`config.mk`:
```
export PLATFORM = sky130hd
export DESIGN_NAME = gpio_mask_bank
export DESIGN_NICKNAME = d
export VERILOG_FILES = /design/src/rtl/gpio_mask_pkg.sv /design/src/rtl/gpio_rst_sync.sv /design/src/rtl/gpio_level_sync.sv /design/src/rtl/gpio_mask_half.sv /design/src/rtl/gpio_mask_bank.sv
export SDC_FILE = /design/constraint.sdc
export NUM_CORES = 1
export LEC_CHECK = 0
export BUFFER_PORTS_ARGS = -buffer_cell sky130_fd_sc_hd__buf_2
export CAP_MARGIN = 5
export CORE_MARGIN = 10
export CORE_UTILIZATION = 45
export DETAILED_ROUTE_END_ITERATION = 10
export PLACE_DENSITY_LB_ADDON = 0.2
export SLEW_MARGIN = 25
export SYNTH_ARGS = -nofsm -noshare
export SYNTH_HDL_FRONTEND = slang
export SYNTH_HIERARCHICAL = 1
export SYNTH_SLANG_ARGS = --single-unit
```
`constraint.sdc`:
```
create_clock -name clk -period 3.6 [get_ports clk]
set_clock_uncertainty 0.1 [all_clocks]
set_input_delay 0.72 -clock clk [delete_from_list [all_inputs] [get_ports clk]]
set_output_delay 0.72 -clock clk [all_outputs]
set_load 0.02 [all_outputs]
```
`src/rtl/gpio_mask_pkg.sv`:
```
package gpio_mask_pkg;
  localparam int PIN_COUNT = 32;
  localparam int HALF_W    = PIN_COUNT / 2;
  localparam int WORD_W    = 32;
  localparam int NUM_HALF  = 4;   // data lo, data hi, dir lo, dir hi

  // word offsets; half i sits at byte offset 4*i
  localparam logic [7:0] OFS_LEVEL = 8'h70;
  localparam logic [7:0] OFS_VER   = 8'h78;

  typedef enum logic [1:0] {
    HALF_DATA_LO = 2'd0,
    HALF_DATA_HI = 2'd1,
    HALF_DIR_LO  = 2'd2,
    HALF_DIR_HI  = 2'd3
  } half_idx_e;
endpackage

```
`src/rtl/gpio_rst_sync.sv`:
```
module gpio_rst_sync (
  input  logic clk,
  input  logic rst_n,
  output logic rst_n_sync
);
  logic [1:0] stg_q;

  always_ff @(posedge clk or negedge rst_n) begin
    if (!rst_n) stg_q <= 2'b00;
    else        stg_q <= {stg_q[0], 1'b1};
  end

  assign rst_n_sync = stg_q[1];
endmodule

```
`src/rtl/gpio_level_sync.sv`:
```
module gpio_level_sync #(
  parameter int WIDTH  = 32,
  parameter int STAGES = 2
) (
  input  logic             clk,
  input  logic             rst_n,
  input  logic [WIDTH-1:0] d,
  output logic [WIDTH-1:0] q
);
  logic [WIDTH-1:0] stg_q [STAGES];

  always_ff @(posedge clk or negedge rst_n) begin
    if (!rst_n) stg_q[0] <= '0;
    else        stg_q[0] <= d;
  end

  for (genvar s = 1; s < STAGES; s++) begin : g_stage
    always_ff @(posedge clk or negedge rst_n) begin
      if (!rst_n) stg_q[s] <= '0;
      else        stg_q[s] <= stg_q[s-1];
    end
  end

  assign q = stg_q[STAGES-1];
endmodule

```
`src/rtl/gpio_mask_half.sv`:
```
module gpio_mask_half #(
  parameter int W = 16
) (
  input  logic         clk,
  input  logic         rst_n,
  input  logic         wr_en,
  input  logic [2*W-1:0] wdata,
  output logic [W-1:0] q
);
  logic [W-1:0] bit_en;
  logic [W-1:0] q_nxt;

  // next state: take new bits where enabled, keep the rest
  always_comb begin
    bit_en = wdata[2*W-1:W];
    q_nxt  = (q & ~bit_en) | (wdata[W-1:0] & bit_en);
  end

  always_ff @(posedge clk or negedge rst_n) begin
    if (!rst_n)     q <= '0;
    else if (wr_en) q <= q_nxt;
  end
endmodule

```
`src/rtl/gpio_mask_bank.sv`:
```
module gpio_mask_bank #(
  parameter int          ADDR_W      = 8,
  parameter int          SYNC_STAGES = 2,
  parameter logic [31:0] VERSION_ID  = 32'h0001_0A01
) (
  input  logic              clk,
  input  logic              rst_n,
  input  logic              psel,
  input  logic              penable,
  input  logic              pwrite,
  input  logic [ADDR_W-1:0] paddr,
  input  logic [31:0]       pwdata,
  output logic [31:0]       prdata,
  input  logic [31:0]       gpio_in,
  output logic [31:0]       gpio_oe,
  output logic [31:0]       gpio_out
);
  import gpio_mask_pkg::*;

  logic              rst_n_i;
  logic              wr_acc;
  logic [HALF_W-1:0] half_q [NUM_HALF];
  logic [PIN_COUNT-1:0] level_q;

  gpio_rst_sync u_rst (
    .clk        (clk),
    .rst_n      (rst_n),
    .rst_n_sync (rst_n_i)
  );

  gpio_level_sync #(.WIDTH(PIN_COUNT), .STAGES(SYNC_STAGES)) u_lvl (
    .clk   (clk),
    .rst_n (rst_n_i),
    .d     (gpio_in),
    .q     (level_q)
  );

  assign wr_acc = psel & penable & pwrite;

  for (genvar i = 0; i < NUM_HALF; i++) begin : g_half
    logic hit;
    assign hit = (paddr == ADDR_W'(4 * i));

    gpio_mask_half #(.W(HALF_W)) u_half (
      .clk   (clk),
      .rst_n (rst_n_i),
      .wr_en (wr_acc & hit),
      .wdata (pwdata),
      .q     (half_q[i])
    );
  end

  assign gpio_out = {half_q[HALF_DATA_HI], half_q[HALF_DATA_LO]};
  assign gpio_oe  = {half_q[HALF_DIR_HI],  half_q[HALF_DIR_LO]};

  always_comb begin
    prdata = '0;
    for (int i = 0; i < NUM_HALF; i++) begin
      if (paddr == ADDR_W'(4 * i)) prdata = {{(WORD_W-HALF_W){1'b0}}, half_q[i]};
    end
    if (paddr == ADDR_W'(OFS_LEVEL)) prdata = level_q;
    if (paddr == ADDR_W'(OFS_VER))   prdata = VERSION_ID;
  end
endmodule

```
==> impl_results.md <==
* Post-route ant nets at 0
* Top_reg_cell synth: dfrtp_1
* Mapped cell area at 5780 µm²
* Drt via density at 5.06
* # DRC at 0
* Die W at around 130 µm
* Initial antenna violation count at 3
* Final Cycle Share at roughly nine tenths
* Setup TNS at 0 ns
* Maximum clock path buffer count at 2
* Initial DRC Count at roughly 190
* Final core utilization at 56.9%
* Pleak at between 3 and 4 nW
* Drt wl/cell at 19.8 µm
* Placed cells at ~760
* GR Util All Layers at about 18%
* PD cells at approximately 470 nW/µm²
* Clk Latency, worst-skew pair at roughly 0.41 ns
* Count leader, synth: dfrtp_1
* Critical path type: in -> out
* Peak supply drop at ~0.33 mV
* Status: completed
* Area Overhead vs Synth at 24.3%
* Asr flop ratio synth at 100%
* Largest net degree at the start of global routing at 129
* Min cycle time layout at roughly 3.2 ns
* RSZ-0062 raised after global routing: false
* H-tree depth at 4
* Root Driver: clkbuf_16
* Area leader, netlist: dfrtp_1
* CP arrival at about 2.4 ns
* HP Class: reg -> reg
* Dpl hpwl at about 11000 µm
* Final instance area at 7180 µm²
* Vias at slightly above 4000
* Grt ovf at 0
* #FFs+latches synth at 130
* Fin. Hold Viols at 0
* Synth cell types at 39
* Hold Buf Count CTS at 1
* Sequential fraction of the synthesis area at 56.3%
* Routability cong. at 0.850
* Core box area at around 13000 µm²
* Vias in the first global route at 4503
* Share of cells above drive strength 1 at a little under 50%
* Sink Count at 130
* Least-Margin Pin Slew at 0.673 ns
* Syn Inst Count at 455
* Clk slew on worst S/H paths at ~0.060 ns
* Top Ports at approximately 170
* Synth warn at 6
* Slew HR at between 50% and 60%
* Fillers at 1118
* Nets at 686
* Max Fclk at around 310 MHz
* CTS Buf Count at 17
* Top post-synthesis cells by area: dfrtp_1 56%, mux2_4 10%, nand2_1 4.8%
* Starting density of the core at between 40% and 50%
* Die H at between 100 and 150 µm
* DIE AREA at 17800 µm²
* # resized after CTS at 0
* Worst EP required at ~2.8 ns
* Endpoints failing setup at 0
* Crit Path Max Fanout at 9
* Post-CTS Setup Inserts at 0
* Final Slew Violations at 0
* Maxcap violations at 0
* Synth top area share at approximately 56%
* Final non-filler cell total at about 800
* First drt pass iteration count at 4
* TritonCTS clock tree: yes
* Critical Path Start Type: input pin
* Dpl cell area at approximately 6600 µm²
* Row cnt at 41
* Post-Route WL at 15700 µm
* Synth top cells by count: 130 x dfrtp_1, 74 x nand2_1, 40 x mux2_4
* PortBufs at between 150 and 200
* Syn_area_per_cell at 12.7 µm²
* First-pass GRT wire length at ~25000 µm
* EDFF count, synth at 0
* Syn nets at roughly 530
* Worst setup EP type: primary output
where the power goes:
group	switching [mW]	internal [mW]	total, mW
Sequential	0.0147	1.51	1.52
Combinational	0.105	0.0609	0.166
Clock	0.654	1.02	1.68
layer usage:
metal / vias up / GRT usage [%] / part of all wire, %
met5: - / 0 / 0.083
met4: 2 / 6.47 / 1.6
met3: 27 / 7.56 / 9.3
met2: 165 / 28.1 / 47
met1: 1980 / 21.5 / 42
li1: 1847 / - / -
metrics by stage:
stage | power (mW) | setup slack, ns | hold WS [ns]
after floorplan | 1.63 | 0.709 | 0.231
final | 3.36 | 0.383 | 0.247
after global routing | 3.49 | 0.272 | 0.254
after CTS | 3.40 | 0.381 | 0.247
after detailed placement | 1.71 | 0.383 | 0.235
after global placement | 1.71 | 0.452 | 0.231
placed cells by master (no fill, tap or decap), drive strengths merged, types with 2 or more instances in the layout:
cell type / n
buf: 191
o211ai: 3
nand2: 74
diode: 2
bufinv: 2
nor4: 2
nor2: 18
and3: 15
dfrtp: 130
mux4: 3
clkinvlp: 4
o21ai: 25
nand4: 2
and4: 2
mux2: 64
and2: 13
clkinv: 3
inv: 5
clkbuf: 17
a21oi: 14
mux2i: 12
a2bb2oi: 2
a22oi: 12
kinds of logic (layout without fill, tap and decap cells):
| family | Yosys count | after routing | share of synthesized area, % |
|---|---|---|---|
| other | 1 | 3 | 0.0649 |
| AO/OA/AOI/OAI | 57 | 57 | 6.11 |
| AND/OR/NAND/NOR | 131 | 131 | 11.1 |
| buffers and inverters | 57 | 223 | 8.12 |
| multiplexers | 79 | 79 | 18.3 |
| flip-flops | 130 | 130 | 56.3 |
worst paths after layout:
kind	from	end	slack, ns	cells past startpoint
max reg2reg	u_rst/stg_q[1]	asynchronous set/reset pin	2.57	1
min reg2reg	u_lvl/stg_q[54]	u_lvl/q[22]	0.25	0
min in group asynchronous	u_rst/stg_q[1]	asynchronous set/reset pin	0.33	1
min	u_lvl/stg_q[54]	u_lvl/q[22]	0.25	0
max	paddr[4]	prdata[4]	0.38	7
max in group asynchronous	u_rst/stg_q[1]	asynchronous set/reset pin	2.57	1
critical path, cell delays in order:
cell and delay (ns):
buf_2 0.13, nor4_4 0.41, and4_1 0.39, buf_4 0.25, a21oi_1 0.09, a22oi_1 0.21
buf_2 0.20
layout make-up:
cell class | count | area [µm²] | area share, %
sequential | 130 | 3260 | 45.4
multi-input combinational | 268 | 2070 | 28.8
tap | 172 | 215 | 3.00
clock buffer | 17 | 425 | 5.93
antenna | 2 | 5.00 | 0.0697
timing repair buffer | 192 | 1050 | 14.6
clock inverter | 14 | 156 | 2.18
(Power assumes the default switching activity.)
